==> src/rtl/log2c_pkg.sv <==
package log2c_pkg;

    // Operand width, and the widths of the result fields derived from it.
    localparam int DATA_W = 16;
    localparam int GRP_W  = 4;
    localparam int INT_W  = $clog2(DATA_W);
    localparam int FRAC_W = DATA_W - 1;

    typedef struct packed {
        logic              zero;
        logic [INT_W-1:0]  ipart;
        logic [FRAC_W-1:0] frac;
    } log_result_t;

    typedef struct packed {
        logic              in_v;
        logic [DATA_W-1:0] in_d;
        logic              out_v;
        log_result_t       res;
    } log_state_t;

endpackage

==> src/rtl/log2c_lod_group.sv <==
// Priority detector for one slice: one-hot marking of the highest set bit.
module log2c_lod_group #(
    parameter int W = 4
) (
    input  logic [W-1:0] vec,
    output logic [W-1:0] onehot,
    output logic         any
);

    always_comb begin
        onehot = '0;
        // The scan runs upward, so the highest set bit wins.
        for (int i = 0; i < W; i++) begin
            if (vec[i]) begin
                onehot = W'(1) << i;
            end
        end
        any = |vec;
    end

endmodule

==> src/rtl/log2c_enc.sv <==
// One-hot to binary index encoder.
module log2c_enc #(
    parameter  int W  = 4,
    localparam int OW = $clog2(W)
) (
    input  logic [W-1:0]  onehot,
    output logic [OW-1:0] idx
);

    always_comb begin
        idx = '0;
        for (int i = 0; i < W; i++) begin
            if (onehot[i]) begin
                idx = idx | OW'(i);
            end
        end
    end

endmodule

==> src/rtl/log2c_lod.sv <==
// Hierarchical leading-one detector: priority groups, a group select,
// and a 2:1 multiplexer tree that forwards the winning local index.
module log2c_lod #(
    parameter  int DATA_W = 16,
    parameter  int GRP_W  = 4,
    localparam int NG     = DATA_W / GRP_W,
    localparam int GB     = $clog2(GRP_W),
    localparam int SB     = $clog2(NG),
    localparam int PW     = GB + SB
) (
    input  logic [DATA_W-1:0] vec,
    output logic [PW-1:0]     pos,
    output logic              any
);

    logic [GRP_W-1:0] grp_oh  [NG];
    logic [NG-1:0]    grp_any;
    logic [GB-1:0]    grp_pos [NG];
    logic [NG-1:0]    sel_oh;
    logic [SB-1:0]    sel_pos;

    // Heap-ordered mux tree: node 0 is the root, leaves are NG-1 .. 2NG-2.
    logic [GB-1:0]    node [2*NG-1];

    for (genvar g = 0; g < NG; g++) begin : g_grp
        log2c_lod_group #(.W(GRP_W)) u_grp (
            .vec    (vec[g*GRP_W +: GRP_W]),
            .onehot (grp_oh[g]),
            .any    (grp_any[g])
        );
        log2c_enc #(.W(GRP_W)) u_enc (
            .onehot (grp_oh[g]),
            .idx    (grp_pos[g])
        );
        assign node[NG-1+g] = grp_pos[g];
    end

    log2c_lod_group #(.W(NG)) u_sel (
        .vec    (grp_any),
        .onehot (sel_oh),
        .any    (any)
    );

    log2c_enc #(.W(NG)) u_sel_enc (
        .onehot (sel_oh),
        .idx    (sel_pos)
    );

    for (genvar n = 0; n < NG-1; n++) begin : g_mux
        localparam int DEPTH = $clog2(n + 2) - 1;
        assign node[n] = sel_pos[SB-1-DEPTH] ? node[2*n+2] : node[2*n+1];
    end

    assign pos = {sel_pos, node[0]};

endmodule

==> src/rtl/log2c_shifter.sv <==
// Logarithmic left shifter: stage s moves the word by 2**s when amt[s] is set.
module log2c_shifter #(
    parameter  int W  = 16,
    localparam int SW = $clog2(W)
) (
    input  logic [W-1:0]  din,
    input  logic [SW-1:0] amt,
    output logic [W-1:0]  dout
);

    logic [W-1:0] stg [SW+1];

    assign stg[0] = din;

    for (genvar s = 0; s < SW; s++) begin : g_stage
        assign stg[s+1] = amt[s] ? (stg[s] << (2**s)) : stg[s];
    end

    assign dout = stg[SW];

endmodule

==> src/rtl/log2_conv.sv <==
module log2_conv
    import log2c_pkg::*;
(
    input  logic                clk,
    input  logic                rst,
    input  logic                in_valid,
    input  logic [DATA_W-1:0]   in_data,
    output logic                out_valid,
    output logic [INT_W-1:0]    out_int,
    output logic [FRAC_W-1:0]   out_frac,
    output logic                out_zero
);

    log_state_t        st_d, st_q;
    logic [INT_W-1:0]  lead_pos;
    logic              lead_any;
    logic [INT_W-1:0]  shift_amt;
    logic [DATA_W-1:0] shifted;

    log2c_lod #(.DATA_W(DATA_W), .GRP_W(GRP_W)) u_lod (
        .vec (st_q.in_d),
        .pos (lead_pos),
        .any (lead_any)
    );

    // The shift that brings the leading one up to the top bit.
    assign shift_amt = INT_W'(DATA_W - 1) - lead_pos;

    log2c_shifter #(.W(DATA_W)) u_shift (
        .din  (st_q.in_d),
        .amt  (shift_amt),
        .dout (shifted)
    );

    always_comb begin
        st_d       = st_q;
        st_d.in_v  = in_valid;
        if (in_valid) begin
            st_d.in_d = in_data;
        end
        st_d.out_v = st_q.in_v;
        if (st_q.in_v) begin
            st_d.res.zero  = ~lead_any;
            st_d.res.ipart = lead_any ? lead_pos : '0;
            st_d.res.frac  = lead_any ? shifted[FRAC_W-1:0] : '0;
        end
    end

    always_ff @(posedge clk) begin
        if (rst) begin
            st_q <= '0;
        end else begin
            st_q <= st_d;
        end
    end

    assign out_valid = st_q.out_v;
    assign out_int   = st_q.res.ipart;
    assign out_frac  = st_q.res.frac;
    assign out_zero  = st_q.res.zero;

    // after normalisation the leading one must sit in the top bit.
    a_r2_norm_top: assert property (@(posedge clk) disable iff (rst)
        (st_q.in_d != '0) |-> shifted[DATA_W-1]);

    // the reported index must point at the highest set bit of the operand.
    a_r1_lead_index: assert property (@(posedge clk) disable iff (rst)
        (st_q.in_v && st_q.in_d != '0) |=> (($past(st_q.in_d) >> out_int) == DATA_W'(1)));

    // a zero result carries no integer or fraction bits.
    a_r3_zero_fields: assert property (@(posedge clk) disable iff (rst)
        out_zero |-> (out_int == '0 && out_frac == '0));

    // every strobe at the output traces back two edges to an accepted input.
    a_r4_latency: assert property (@(posedge clk) disable iff (rst)
        out_valid |-> $past(in_valid, 2));

    // with nothing captured, the result registers hold and the strobe drops.
    a_r8_hold: assert property (@(posedge clk) disable iff (rst)
        !st_q.in_v |=> (!out_valid && $stable(out_int) && $stable(out_frac) && $stable(out_zero)));

endmodule

==> config.mk <==
export PLATFORM = sky130hd
export DESIGN_NAME = log2_conv
export DESIGN_NICKNAME = d
export VERILOG_FILES = /design/src/rtl/log2c_pkg.sv /design/src/rtl/log2c_lod_group.sv /design/src/rtl/log2c_enc.sv /design/src/rtl/log2c_lod.sv /design/src/rtl/log2c_shifter.sv /design/src/rtl/log2_conv.sv
export SDC_FILE = /design/constraint.sdc
export NUM_CORES = 1
export LEC_CHECK = 0
export BUFFER_PORTS_ARGS = -buffer_cell sky130_fd_sc_hd__buf_4
export CORE_MARGIN = 4
export CORE_UTILIZATION = 50
export CTS_CLUSTER_SIZE = 20
export DETAILED_ROUTE_END_ITERATION = 10
export HOLD_SLACK_MARGIN = 0.1
export PLACE_DENSITY = 0.72
export SYNTH_ARGS = -nofsm -noshare
export SYNTH_HDL_FRONTEND = slang
export SYNTH_SLANG_ARGS = --single-unit
==> constraint.sdc <==
create_clock -name clk -period 3.6 [get_ports clk]
set_clock_uncertainty 0.15 [all_clocks]
set_input_delay 0.36 -clock clk [delete_from_list [all_inputs] [get_ports clk]]
set_output_delay 0.36 -clock clk [all_outputs]
set_load 0.1 [all_outputs]
### After elaboration in Yosys (flattened, before gate mapping)

Cells that the tools add are included.

* reductions and logical operators: 5
* add/sub/neg operators: 1
* bitwise gates (word level): 1
* muxes and demuxes: 44

Operators with widths (count)
* $mux 15: 5
* $mux 4: 16
* $mux 2: 13
* $reduce_or 16->1: 1
* $reduce_or 4->1: 4
* $mux 1: 10
* $sub 4x4->4 const A: 1
* $not 1->1: 1

* input port bits: 19
* word-level logic and storage cells: 57
* bits in registers: 38

### Logic depth before layout (Yosys ltp)

* depth in word-level cells: 16
* gate-level depth with buffers: 12
* depth with buffers taken out: 8

### Cells and area by module

A second synthesis with hierarchy kept.

* cell total of the unflattened synthesis: 302
* area, all modules: 2586.2 um^2

Modules (own cells, without submodules)
* log2_conv: area each 1561.5 um^2, cells each 166, times used 1, seq. area each 760.7 um^2
* log2c_shifter: area each 721.9 um^2, cells each 99, times used 1, seq. area each 0.0 um^2
* log2c_lod_group: area each 37.5 um^2, cells each 5, times used 5, seq. area each 0.0 um^2
* log2c_enc: area each 12.5 um^2, cells each 2, times used 5, seq. area each 0.0 um^2
* log2c_lod: area each 52.6 um^2, cells each 2, times used 1, seq. area each 0.0 um^2

### Worst setup path after synthesis

OpenSTA, ideal clock, no wires.

* path type: register to register
* start point: register st_q[29] in the netlist's numbering
* end point: register st_q (netlist bit out_frac[9])
* arrival: 2.254 ns
* period minus slack after synthesis: 2.539 ns
* path slack: 1.061 ns
* cell stages (with the launch flop): 12
* buffers on the path: 3
* setup time: 0.135 ns
* path through: dfxtp_1 -> buf_6 -> or4_4 -> buf_6 -> nor2_8 -> and3_4 -> nor2_2 -> buf_6 -> mux2i_2 -> nor2_1 -> a221oi_2 -> o22ai_1

* cells in the longest elaborated chain, start to end: 14
* elaborated cells on any way between the ends: 16

RTL lines
* from (decl): RTL line log2_conv.sv:14 `log_state_t st_d, st_q;`
* from (signal assigned): RTL line log2_conv.sv:53 `st_q <= st_d;`
* $reduce_or 4->1: RTL line log2c_lod_group.sv:18 `any = |vec;`
* $mux 4 (2 in a row): RTL line log2c_lod_group.sv:14 `if (vec[i]) begin`
* $mux 1: RTL line log2c_enc.sv:13 `if (onehot[i]) begin`
* $mux 2 (2 in a row): RTL line log2c_enc.sv:13
* $mux 2 (2 in a row): RTL line log2c_lod.sv:51 `assign node[n] = sel_pos[SB-1-DEPTH] ? node[2*n+2] : node[2*n+1];`
* $sub 4x4->4: RTL line log2_conv.sv:27 `assign shift_amt = INT_W'(DATA_W - 1) - lead_pos;`
* $mux 15 (4 in a row): RTL line log2c_shifter.sv:16 `assign stg[s+1] = amt[s] ? (stg[s] << (2**s)) : stg[s];`
* $mux 15 *: RTL line log2_conv.sv:45 `st_d.res.frac = lead_any ? shifted[FRAC_W-1:0] : '0;`

Mark *: on every way between the ends. The rest lies on a longest branch, timed or not.
A chain may end at the register's enable or synchronous reset.

### Worst setup path in the final report

* start point: register st_q[33] in the netlist's numbering
* end point: register st_q (netlist bit out_frac[13])

* cells in the longest elaborated chain, start to end: 13
* elaborated cells on any way between the ends: 15

RTL lines (RTL line)
* $reduce_or 4->1: log2c_lod_group.sv:18
* $mux 4: log2c_lod_group.sv:14
* $mux 1: log2c_enc.sv:13
* $mux 2 (2 in a row): log2c_enc.sv:13
* $mux 2 (2 in a row): log2c_lod.sv:51
* $sub 4x4->4: log2_conv.sv:27
* $mux 15 (4 in a row): log2c_shifter.sv:16
* $mux 15 *: log2_conv.sv:45

Marked as above.

==> run_results.csv <==
group,metric,value,unit
synth,async_reset_ff_share,0,%
setup_path,crit_required,3630,ps
clocking,clock_latency,290,ps
placed_design,place_area,2430,µm²
timing,slew_headroom,40.2,%
final_layout,nets,306,
timing,rsz0062_at_grt,"no",
global_route,grt_pass1_wl,9330,µm
drt,first_iter_violations,193,
floorplan,ios,40,
setup_path,max_stage_delay,780,ps
drt,dr_wl_met2,2580,µm
min_path,hold_path_depth,3,
power_and_ir_drop,peakVddDrop,0.224,mV
min_path,min-delay-start,"in_data[15]",
power_and_ir_drop,p_switching,454,µW
setup_path,critPathBufInv,1,
timing,setup-tns-final,0,ps
global_route,grt-ovfl-total,0,
synth,ys_warn_count,0,
synth,synthCells,275,
setup_path,crit_path_cell_trace,"or4_1 > nor2_8 > and3_4 > nor2_2 > buf_4 > mux2i_1 > o221ai_1 > a221oi_1 > o22ai_1",
final_layout,register_area,761,µm²
drt,wl_per_cell,16.6,µm
drt,drc,0,
floorplan,die_h,75.5,µm
clocking,cts_tree,"built",
drt,vias,1999,
drt,wl_met1,2550,µm
power_and_ir_drop,clock_power_share,25.8,%
clocking,cts_buffers,5,
setup_path,path_max_fanout,9,
setup_path,cp_top_family,"simple AND/OR/NAND/NOR gates",
timing,fmax,0.339,GHz
setup_path,timing.rr.start,"st_q[33]$_SDFFE_PP0P_",
final_layout,antennaDiodeCount,0,
synth,ys_types,48,
final_layout,post-route-cell-area,2520,µm²
setup_path,regToRegEndpoint,"out_frac[13]$_SDFFE_PP0P_",
timing,fin_crit_sh,81.9,%
setup_path,critPathSlowestCell,"or4_1",
placed_design,portBuffers,39,
min_path,hold_class,"in2reg",
clocking,clkTransAtPathRegs,80,ps
clocking,cts-htree-levels,2,
final_layout,fillers,407,
clocking,post_cts_buffers,0,
floorplan,die_w,75.5,µm
synth,synth_ff_type,"dfxtp_1",
timing,layout_min_cycle_time,2950,ps
global_route,grt_max_degree,37,
final_layout,layout_common_cells,"buf_4, dfxtp_1, nor2_1",
power_and_ir_drop,combPwrFrac,34.3,%
setup_path,reg2reg_depth,9,
drt,vias_per_cell,5.88,
final_layout,layoutNonFillerInstCount,340,
power_and_ir_drop,switching_share,38.1,%
placed_design,dp.cells,332,
clocking,clockBufferDepth,2,
setup_path,arrival,2980,ps
power_and_ir_drop,p_total,1.19,mW
drt,dr.pass1.iters,4,
final_layout,multi_input_area,1260,µm²
min_path,min_to,"st_q[36]$_SDFFE_PP0P_",
setup_path,endpoint_kind,"register",
synth,synth_nets,294,
synth,synth_area,2280,µm²
placed_design,gp_congestion,0.983,
synth,synth_edf_count,0,
clocking,cts_root_buffer,"clkbuf_8",
setup_path,start_kind,"register",
global_route,grt_antenna_before_repair,0,
power_and_ir_drop,internal-power,736,µW
final_layout,final_common_cell,"buf_4",
setup_path,rrSetupSlack,650,ps
timing,drv_slew,0,
global_route,grt_pass1_vias,1902,
timing,setup_viol_count_final,0,
floorplan,num_rows,24,
synth,ys_seq_elements,38,
final_layout,final_util,57.4,%
drt,routed_wl,5650,µm
floorplan,coreArea,4380,µm²
power_and_ir_drop,p_leak,1.08,nW
drt,wl_met3,418,µm
outcome,status,"finished clean",
placed_design,dp_hpwl,3990,µm
clocking,cts_num_sinks,38,
clocking,hold_buffers,0,
drt,maxUsedRoutingLayer,"met4",
floorplan,start_util,52.0,%
flow_run,cap_violations,0,
final_layout,drive_gt1_share,21.5,%
final_layout,synthToLayoutAreaGrowth,10.4,%
power_and_ir_drop,seq_power_share,39.9,%
timing,hold_violations,0,
global_route,grt_usage,21.6,%
timing,worst_pin_slew,894,ps
synth,avgSynthCellArea,8.29,µm²
setup_path,path_class,"reg2reg",
drt,antenna_left,0,
synth,ys_seq_area_share,33.4,%
clocking,cts_resized,0,
power_and_ir_drop,power_density,473,nW/µm²
floorplan,die_area,5700,µm²
==> flip-flops by register name, indices dropped and copies added (netlist names) <==
name       count
out_zero       1
st_d           1
st_q          16
out_frac      15
out_valid      1
out_int        4
==> area by class of cell <==
| type | instances | area share [%] |
|---|---|---|
| well taps | 52 | 2.58 |
| flip-flops and latches | 38 | 30.2 |
| clock inverters | 1 | 0.199 |
| clock buffers | 7 | 3.43 |
| repair buffers | 43 | 12.8 |
| inverters | 5 | 0.746 |
| multi-input cells | 194 | 50.0 |
==> layer usage <==
| metal | track usage (%) | vias up |
|---|---|---|
| met3 | 6.46 | 10 |
| met5 | 0 | - |
| met1 | 29.7 | 919 |
| met2 | 30.4 | 83 |
| met4 | 11.3 | 0 |
| li1 | - | 987 |
==> Yosys cell counts, types with 2 or more instances <==
| cell type | n | area [µm²] |
|---|---|---|
| dfxtp_1 | 38 | 761 |
| nor2_1 | 36 | 135 |
| mux2i_1 | 34 | 340 |
| nand2_1 | 31 | 116 |
| buf_4 | 19 | 143 |
| a21oi_1 | 16 | 80.1 |
| clkbuf_1 | 11 | 41.3 |
| nand3_1 | 8 | 40.0 |
| o21ai_1 | 7 | 35.0 |
| nor2b_1 | 5 | 31.3 |
| a31oi_1 | 4 | 25.0 |
| buf_6 | 4 | 45.0 |
| o31ai_1 | 4 | 30.0 |
| a211o_1 | 3 | 26.3 |
| a211oi_1 | 3 | 22.5 |
| a221oi_1 | 3 | 26.3 |
| buf_2 | 3 | 15.0 |
| inv_1 | 3 | 11.3 |
| nor4_1 | 3 | 18.8 |
| o211ai_1 | 3 | 22.5 |
| o21ai_0 | 3 | 15.0 |
| o22ai_1 | 3 | 18.8 |
| a221oi_2 | 2 | 30.0 |
| a22oi_1 | 2 | 15.0 |
| inv_2 | 2 | 7.51 |
| o21a_1 | 2 | 15.0 |
| o221ai_1 | 2 | 17.5 |
==> cell families (layout without fill, tap and decap cells) <==
kind of cell           after synthesis  count (layout)  share of synthesized area, %
and+or+nand+nor                     92              92                          18.8
buffers and inverters               43              56                          11.7
muxes                               36              36                          16.0
DFF                                 38              38                          33.4
AOI/OAI and AO/OA                   66              66                          20.1
==> worst min-delay path, delay by kind of cell <==
family	cells	cell delay [ps]
buffers and inverters	1	80
multiplexers	1	50
AND/OR/NAND/NOR	1	70
==> how the worst max path moves through the flow <==
stage,startpoint,end,slack (ps),cells after the start
2_1_floorplan,st_q[29]$_SDFFE_PP0P_,out_frac[9]$_SDFFE_PP0P_,1060,11
5_1_grt,st_q[33]$_SDFFE_PP0P_,out_frac[13]$_SDFFE_PP0P_,490,9
4_1_cts,st_q[33]$_SDFFE_PP0P_,out_frac[12]$_SDFFE_PP0P_,690,9
6_report,st_q[33]$_SDFFE_PP0P_,out_frac[13]$_SDFFE_PP0P_,650,9
3_3_place_gp,st_q[33]$_SDFFE_PP0P_,out_frac[12]$_SDFFE_PP0P_,780,9
3_5_place_dp,st_q[33]$_SDFFE_PP0P_,out_frac[12]$_SDFFE_PP0P_,710,9
==> stage by stage <==
| stage | hold slack [ps] | worst slack [ps] |
|---|---|---|
| 4_1_cts | 141 | 687 |
| 3_3_place_gp | 289 | 780 |
| 6_report | 150 | 652 |
| 2_1_floorplan | 276 | 1060 |
| 3_5_place_dp | 293 | 709 |
| 5_1_grt | 153 | 492 |
==> power by group through the flow <==
stage	logic (mW)	clock network [mW]	registers [mW]
after floorplan	0.338	0	0.479
after global placement	0.402	0	0.484
after detailed placement	0.404	0	0.484
after CTS	0.405	0.315	0.474
after global routing	0.439	0.333	0.479
final	0.408	0.307	0.475
(Power assumes the default switching activity.)
